===== config.mk =====
export PLATFORM = sky130hd
export DESIGN_NAME = masked_cfg_bridge
export DESIGN_NICKNAME = d
export VERILOG_FILES = /design/src/rtl/masked_cfg_pkg.sv /design/src/rtl/mask_reg16.sv /design/src/rtl/cfg_entry_store.sv /design/src/rtl/strobe_edge_fsm.sv /design/src/rtl/masked_cfg_bridge.sv
export SDC_FILE = /design/constraint.sdc
export NUM_CORES = 1
export LEC_CHECK = 0
export ABC_AREA = 1
export BUFFER_PORTS_ARGS = -buffer_cell sky130_fd_sc_hd__buf_2
export CAP_MARGIN = 20
export CORE_ASPECT_RATIO = 0.7
export CORE_MARGIN = 8
export CORE_UTILIZATION = 45
export CTS_CLUSTER_SIZE = 12
export DETAILED_ROUTE_END_ITERATION = 8
export GPL_ROUTABILITY_DRIVEN = 0
export PLACE_DENSITY_LB_ADDON = 0.05
export SYNTH_ARGS = -nofsm -noshare
export SYNTH_HDL_FRONTEND = slang
export SYNTH_SLANG_ARGS = --single-unit
export TNS_END_PERCENT = 1

===== constraint.sdc =====
create_clock -name clk -period 2.1 [get_ports clk]
set_clock_uncertainty 0.2 [all_clocks]
set_input_delay 0.105 -clock clk [delete_from_list [all_inputs] [get_ports clk]]
set_output_delay 0.105 -clock clk [all_outputs]
set_load 0.01 [all_outputs]

===== src/rtl/masked_cfg_pkg.sv =====
package masked_cfg_pkg;
    localparam int BUS_W  = 32;
    localparam int HALF_W = BUS_W / 2;
    localparam int ADDR_W = 8;

    localparam logic [ADDR_W-1:0] OFS_IDLE = 8'h00;
    localparam logic [ADDR_W-1:0] OFS_CTL  = 8'h04;
    localparam logic [ADDR_W-1:0] OFS_STAT = 8'h08;

    // Field positions inside the indirect control word
    localparam int STRB_POS  = 0;
    localparam int CADDR_LSB = 1;
    localparam int CDATA_LSB = 7;
    // Position of the returned entry inside the status word
    localparam int STAT_LSB  = 8;
    // First lane-idle bit inside the lane-idle word
    localparam int IDLE_LSB  = 3;

    typedef enum logic [0:0] {
        STRB_LOW  = 1'b0,
        STRB_HIGH = 1'b1
    } strb_state_e;
endpackage


===== src/rtl/mask_reg16.sv =====
module mask_reg16 #(
    parameter int          W        = 16,
    parameter logic [W-1:0] RST_VAL = '0
) (
    input  logic           clk,
    input  logic           rst_n,
    input  logic           we,
    input  logic [2*W-1:0] wword,
    output logic [W-1:0]   q
);
    for (genvar b = 0; b < W; b++) begin : g_bit
        always_ff @(posedge clk or negedge rst_n) begin
            if (!rst_n) begin
                q[b] <= RST_VAL[b];
            end else if (we && wword[W+b]) begin
                q[b] <= wword[b];
            end
        end
    end
endmodule


===== src/rtl/cfg_entry_store.sv =====
module cfg_entry_store #(
    parameter int AW = 6,
    parameter int DW = 4
) (
    input  logic          clk,
    input  logic          rst_n,
    input  logic          we,
    input  logic [AW-1:0] waddr,
    input  logic [DW-1:0] wdata,
    input  logic [AW-1:0] raddr,
    output logic [DW-1:0] rdata
);
    localparam int DEPTH = 1 << AW;

    logic [DW-1:0] mem [DEPTH];

    for (genvar e = 0; e < DEPTH; e++) begin : g_entry
        always_ff @(posedge clk or negedge rst_n) begin
            if (!rst_n) begin
                mem[e] <= '0;
            end else if (we && (waddr == AW'(e))) begin
                mem[e] <= wdata;
            end
        end
    end

    assign rdata = mem[raddr];
endmodule


===== src/rtl/strobe_edge_fsm.sv =====
module strobe_edge_fsm
    import masked_cfg_pkg::*;
(
    input  logic clk,
    input  logic rst_n,
    input  logic strobe,
    output logic commit
);
    strb_state_e state_q, state_d;

    always_ff @(posedge clk or negedge rst_n) begin
        if (!rst_n) begin
            state_q <= STRB_LOW;
        end else begin
            state_q <= state_d;
        end
    end

    always_comb begin
        state_d = state_q;
        commit  = 1'b0;
        unique case (state_q)
            STRB_LOW: begin
                if (strobe) begin
                    state_d = STRB_HIGH;
                    commit  = 1'b1;
                end
            end
            STRB_HIGH: begin
                if (!strobe) begin
                    state_d = STRB_LOW;
                end
            end
            default: state_d = STRB_LOW;
        endcase
    end
endmodule


===== src/rtl/masked_cfg_bridge.sv =====
module masked_cfg_bridge
    import masked_cfg_pkg::*;
#(
    parameter int CFG_AW = 6,
    parameter int CFG_DW = 4,
    parameter int LANES  = 4
) (
    input  logic              clk,
    input  logic              rst_n,
    input  logic              bus_wen,
    input  logic [ADDR_W-1:0] bus_addr,
    input  logic [BUS_W-1:0]  bus_wdata,
    output logic [BUS_W-1:0]  bus_rdata,
    output logic [LANES-1:0]  lane_idle
);
    localparam logic [HALF_W-1:0] IDLE_RST = HALF_W'(((1 << LANES) - 1) << IDLE_LSB);

    logic [HALF_W-1:0] idle_q;
    logic [HALF_W-1:0] ctl_q;
    logic [CFG_DW-1:0] entry_rd;
    logic              commit;
    logic              we_idle;
    logic              we_ctl;

    assign we_idle = bus_wen && (bus_addr == OFS_IDLE);
    assign we_ctl  = bus_wen && (bus_addr == OFS_CTL);

    mask_reg16 #(.W(HALF_W), .RST_VAL(IDLE_RST)) u_idle_reg (
        .clk   (clk),
        .rst_n (rst_n),
        .we    (we_idle),
        .wword (bus_wdata),
        .q     (idle_q)
    );

    mask_reg16 #(.W(HALF_W), .RST_VAL('0)) u_ctl_reg (
        .clk   (clk),
        .rst_n (rst_n),
        .we    (we_ctl),
        .wword (bus_wdata),
        .q     (ctl_q)
    );

    strobe_edge_fsm u_strobe_fsm (
        .clk    (clk),
        .rst_n  (rst_n),
        .strobe (ctl_q[STRB_POS]),
        .commit (commit)
    );

    cfg_entry_store #(.AW(CFG_AW), .DW(CFG_DW)) u_store (
        .clk   (clk),
        .rst_n (rst_n),
        .we    (commit),
        .waddr (ctl_q[CADDR_LSB +: CFG_AW]),
        .wdata (ctl_q[CDATA_LSB +: CFG_DW]),
        .raddr (ctl_q[CADDR_LSB +: CFG_AW]),
        .rdata (entry_rd)
    );

    for (genvar l = 0; l < LANES; l++) begin : g_lane
        assign lane_idle[l] = idle_q[IDLE_LSB + l];
    end

    always_comb begin
        bus_rdata = '0;
        unique case (bus_addr)
            OFS_IDLE: bus_rdata[HALF_W-1:0] = idle_q;
            OFS_CTL:  bus_rdata[HALF_W-1:0] = ctl_q;
            OFS_STAT: bus_rdata[STAT_LSB +: CFG_DW] = entry_rd;
            default:  bus_rdata = '0;
        endcase
    end
endmodule


# [After elaboration in Yosys (flattened, before gate mapping)]
# Index checks and enable logic that the tools add are counted.
[classes] muxes=8 order_cmp=1 reduce_logical=100 eq_ne=65 bitwise=1
[ops] operator="6-bit == test (second input constant)" count=32
[ops] operator="1-bit logical AND" count=98
[ops] operator="6-bit by 5-bit == test with 1-bit output (second input constant)" count=16
[ops] operator="6-bit by 4-bit == test with 1-bit output (second input constant)" count=8
[ops] operator="4-bit binary-select mux with 6-bit select" count=1
[ops] operator="6-bit by 3-bit == test with 1-bit output (second input constant)" count=4
[ops] operator="8-bit case mux with 2 select lines" count=1
[ops] operator="6-bit by 2-bit == test with 1-bit output (second input constant)" count=2
[ops] operator="4-bit case mux with 3 select lines" count=1
[ops] operator="8-bit by 3-bit == test with 1-bit output (second input constant)" count=1
[ops] operator="8-bit by 4-bit == test with 1-bit output (second input constant)" count=1
[ops] operator="8-bit zero test" count=1
[ops] operator="4-bit two-way mux" count=2
[ops] operator="4-bit case mux with 2 select lines" count=1
[ops] operator="7-bit greater-or-equal comparator (second input constant)" count=1
[ops] operator="6-bit NOT with 7-bit output" count=1
[ops] operator="6-bit by 1-bit == test with 1-bit output (second input constant)" count=1
[ops] operator="6-bit zero test" count=1
[ops] operator="1-bit two-way mux" count=2
[totals] in_bits=43 reg_bits=289 out_inout_bits=36

# [Depth between registers and ports, before layout]
[depth] ltp_word=5 mapped_depth=16 ltp_nobuf=13

# [By module]
# A second synthesis with hierarchy kept.
[unflattened] hier_cells=1761 hier_area_um2=13832.0
[by_module_without_submodules] module="cfg_entry_store" cells_per_inst=1498 area_each_um2=11916.4 instances=1
[by_module_without_submodules] module="mask_reg16 (u_idle_reg)" cells_per_inst=83 area_each_um2=699.4 instances=1
[by_module_without_submodules] module="mask_reg16 (u_ctl_reg)" cells_per_inst=83 area_each_um2=694.4 instances=1
[by_module_without_submodules] module="masked_cfg_bridge" cells_per_inst=94 area_each_um2=486.7 instances=1
[by_module_without_submodules] module="strobe_edge_fsm" cells_per_inst=3 area_each_um2=35.0 instances=1

# [Worst setup path before layout]
# No wires, ideal clock.
[synth_path] path_kind="reg-to-output" start="register u_ctl_reg.q[1]" end="output bus_rdata[10]" slack_ns=0.352 path_buffers=3 arrival_ns=1.443 stages_incl_launch_ff=17 path_cell_list="dfrtp_1 -> buf_4 -> inv_2 -> buf_6 -> buf_6 -> nand2_1 -> nand2_1 -> nand2_1 -> nand2_1 -> nand2_1 -> nand2_1 -> nor2_1 -> nor2_1 -> nor2_1 -> nand2_1 -> nand2_1 -> nand2_1"
[synth_between] elab_chain_cells=5
[synth_rtl] item="start, declared" line="mask_reg16.sv:9" text="output logic [W-1:0] q"
[synth_rtl] item="start signal, assigned by index" line="mask_reg16.sv:14" text="q[b] <= RST_VAL[b];"
[synth_rtl] item="start signal, assigned by index" line="mask_reg16.sv:16" text="q[b] <= wword[b];"
[synth_rtl] item="6-bit NOT with 7-bit output (not written as such)" line="cfg_entry_store.sv:27" text="assign rdata = mem[raddr];"
[synth_rtl] item="4-bit binary-select mux with 6-bit select" line="cfg_entry_store.sv:27"
[synth_rtl] item="4-bit two-way mux (not written as such) (2 in a row)" line="cfg_entry_store.sv:27"
[synth_rtl] item="4-bit case mux with 3 select lines" line="masked_cfg_bridge.sv:67" text="unique case (bus_addr)"
[synth_rtl] item="end, declared" line="masked_cfg_bridge.sv:13" text="output logic [BUS_W-1:0] bus_rdata,"
# Every way passes these cells. The select of a mux whose other input is x is not followed.

# [Worst setup path in the final report]
[layout_path] start="register u_ctl_reg.q[1]" end="output bus_rdata[11]"
# Same word-level chain as after synthesis.

==> metrics.yaml <==
outcome:
  status: "finished with violations"
  violations: "negative setup slack"
synthesis:
  ys_seq_elements: 289
  muxShareOfSynthArea_pct: 0
  synth_fa_ha_area_share_pct: 0
  synth_xor_area_share_pct: 0
  avgSynthCellArea_um2: 7.44
  synthSimpleGateAreaFrac_pct: 32.6
  ys.flop_type: "dfrtp_1"
  yosys-top-cells-count: "nand2_1 (1050), dfrtp_1 (285), o21ai_0 (230)"
  ys_top_cells_by_area: "dfrtp_1 (50%), nand2_1 (28%), o21ai_0 (8.1%), o21ai_1 (2.6%), buf_4 (1.4%)"
  synth.largest_area_cell: "dfrtp_1"
  synth_edf_count: 0
  synthArstFlopShare_pct: 100
  synth-compound-area-share_pct: 10.8
  yosysSeqAreaShare_pct: 51.2
  synth_cell_types: 23
  synthCells: 1900
  synth_top_area_share_pct: 50.5
  yosysWarnings: 0
  synth_top_family_by_area: "simple AND/OR/NAND/NOR gates"
  synth_area_mm2: 0.0141
  yosysMostFrequentCell: "nand2_1"
finish:
  area_growth_pct: 24.1
  register_area_mm2: 0.00724
  utilization_pct: 56.6
  nets: 2111
  drive_above_1_share_pct: 15.2
  multi_input_area_mm2: 0.00637
  num-fill-cells: 2893
  stdcell_area_mm2: 0.0175
sta:
  finalMaxSlewViolations: 0
  slew_headroom_pct: 65.6
  period_share_pct: 137
  timing.fmax_mhz: 349
  min_period_ps: 2870
  final.setup.tns_ps: -3010
  final.setup.worst_slack_ps: -767
  tightest_slew_ps: 515
  setup_violations: 4
  final-hold-violation-count: 0
  rsz0062_at_grt: "yes"
cts:
  clk_latency_ps: 570
  clockBufferDepth: 3
  cts_buffers: 30
  htreeDepth: 1
  cts_sinks: 289
  clk_pin_slew_ps: 70
  cts.root.buffer_cell: "clkbuf_16"
  cts_tree: "built"
grt:
  met1_usage_pct: 35.1
  grt_max_degree: 65
  grt_overflow: 0
  grt_pass1_vias: 12400
  grt_pass1_wl_um: 70900
  use_met3_pct: 3.78
  grtUsageMet2_pct: 35.2
  track_usage_pct: 23.3
  antenna_found_initial: 0
  grt-busiest-layer: "met2"
critical_path:
  worstPathMaxFanout: 33
  cpMostUsedCell: "nand2_1"
  crit_family: "simple AND/OR/NAND/NOR gates"
  crit_type: "reg -> out"
  slowest_delay_ps: 510
  cp_data_required_time_ps: 1790
  cp_num_buf_inv: 3
  arrival_ps: 2560
  cp.depth: 15
  critical_path.endpoint_type: "output pin"
  start_kind: "flop"
  crit_chain: "buf_12, buf_12, nand2_1, nand2_1, nand2_1, nand2_1, nand2_1, nand2_1, nor2_1, nor2_1, nor2_2, nand2_2, nand2_1, nand2_1, buf_2"
  slowest_stage: "dfrtp_4"
  reg2regPathDepth: 8
detailed_routing:
  dr_total_vias: 12900
  drt_wl_total_um: 44600
  firstDrtPassIters: 5
  drc: 0
  vias_per_cell: 5.13
  postRouteAntennaNets: 0
  drt_iter0_markers: 1228
  avgRoutedWirePerCell_um: 17.8
pwr:
  peakVddDrop_uv: 593
  clkPwrFrac_pct: 45.5
  pwr-share-comb_pct: 5.5
  p_seq_share_pct: 49.0
  power.density_mw_per_mm2: 653
  power.internal_w: 0.00878
  switchingPower_w: 0.00267
  switching_share_pct: 23.3
  leakagePower_nw: 8.52
job:
  cap_viol_max_count: 0
die:
  fp.dieArea_mm2: 0.0374
  core_area_mm2: 0.0310
  die_w_um: 228
  die_y_um: 164
  io-pin-count: 79
  initial_core_util_pct: 45.6
  row_count: 54
min_path:
  hold_path.class: "in -> reg"
  hold_depth: 7
placement:
  dpl.hpwl_um: 28100
  io_buffers: 62
  dpl-instance-area_mm2: 0.0153
  place_ws_ps: -231
## path summary, 6_finish.rpt
check | from | slack, ps | to
max | u_ctl_reg.q[1] | -770 | bus_rdata[11]
min | bus_addr[2] | 50 | u_ctl_reg.q[4]
max reg2reg | u_ctl_reg.q[1] | 40 | u_store.mem[108]
min reg2reg | u_ctl_reg.q[0] | 210 | u_strobe_fsm.state_q
max in group asynchronous | rst_n | 600 | u_store.mem[198]
min in group asynchronous | rst_n | 390 | u_store.mem[126]
## worst reg2reg max path: cells and delay by family, from the launching register on
kind | cells | cell delay, ps
AND/OR/NAND/NOR | 4 | 700
flip-flops | 1 | 510
buffers and inverters | 3 | 450
AO/OA/AOI/OAI | 1 | 70
## layer usage
metal / part of all wire, % / wire length, um
met1: 50 / 22100
met2: 43 / 19000
met3: 6.2 / 2780
met4: 1.7 / 749
met5: 0 / 0
## cells by family after synthesis
kind of cell | count (synthesis)
AND/OR/NAND/NOR | 1160
AO/OA/AOI/OAI | 304
flip-flops | 289
buffers and inverters | 146
other | 1
## power by group through the flow
stage	Sequential (W)	Combinational, W	Clock (W)
detailed placement	0.00571	0.000503	0
global route	0.00560	0.000689	0.00553
CTS	0.00561	0.000584	0.00531
floorplan	0.00570	0.000217	0
global placement	0.00571	0.000504	0
finish	0.00561	0.000633	0.00521
## through the flow
stage / hold WS (ps) / cells / total power [W]
2_1_floorplan: -391 / 1915 / 0.00592
3_3_place_gp: -125 / 2367 / 0.00621
3_5_place_dp: -128 / 2367 / 0.00621
4_1_cts: 2.13 / 2496 / 0.0115
5_1_grt: 77.5 / 2512 / 0.0118
6_report: 46.7 / 2513 / 0.0115
## cells in the final DEF, fill, tap and decap left out, drive strengths merged, types with 2 or more instances in the layout
master	n
buf	150
or2	2
dlygate4sd3	66
o21ai	304
clkbuf	62
dfrtp	285
clkinv	2
nand2	1059
inv	42
conb	16
dfstp	4
nor2	69
nand3	28
## registers in the layout (all words and copies together), names as in the netlist
register / cells
u_idle_reg.q: 16
u_strobe_fsm.state_q: 1
u_store.mem: 256
u_ctl_reg.q: 16
## area by class of cell
| type | instances | share of cell area [%] |
|---|---|---|
| Sequential cell | 289 | 41.3 |
| Multi-Input combinational cell | 1480 | 36.3 |
| Timing Repair Buffer | 224 | 12.9 |
| Clock buffer | 54 | 5.31 |
| Tap cell | 420 | 3.00 |
| Inverter | 41 | 0.963 |
| Timing Repair inverter | 2 | 0.114 |
| Clock inverter | 2 | 0.0713 |
| Antenna cell | 1 | 0.0143 |
## timing repair
item / 4_1_cts / 5_1_grt
endpoints found under the hold margin: 321 / 0
setup buffers: 4 / 7
cloned: 3 / 12
hold buffers: 66 / 0
endpoints found under the setup margin: 7 / 123
pin swaps: 1 / 42
resized for setup: 16 / 82
(Power assumes the default switching activity.)
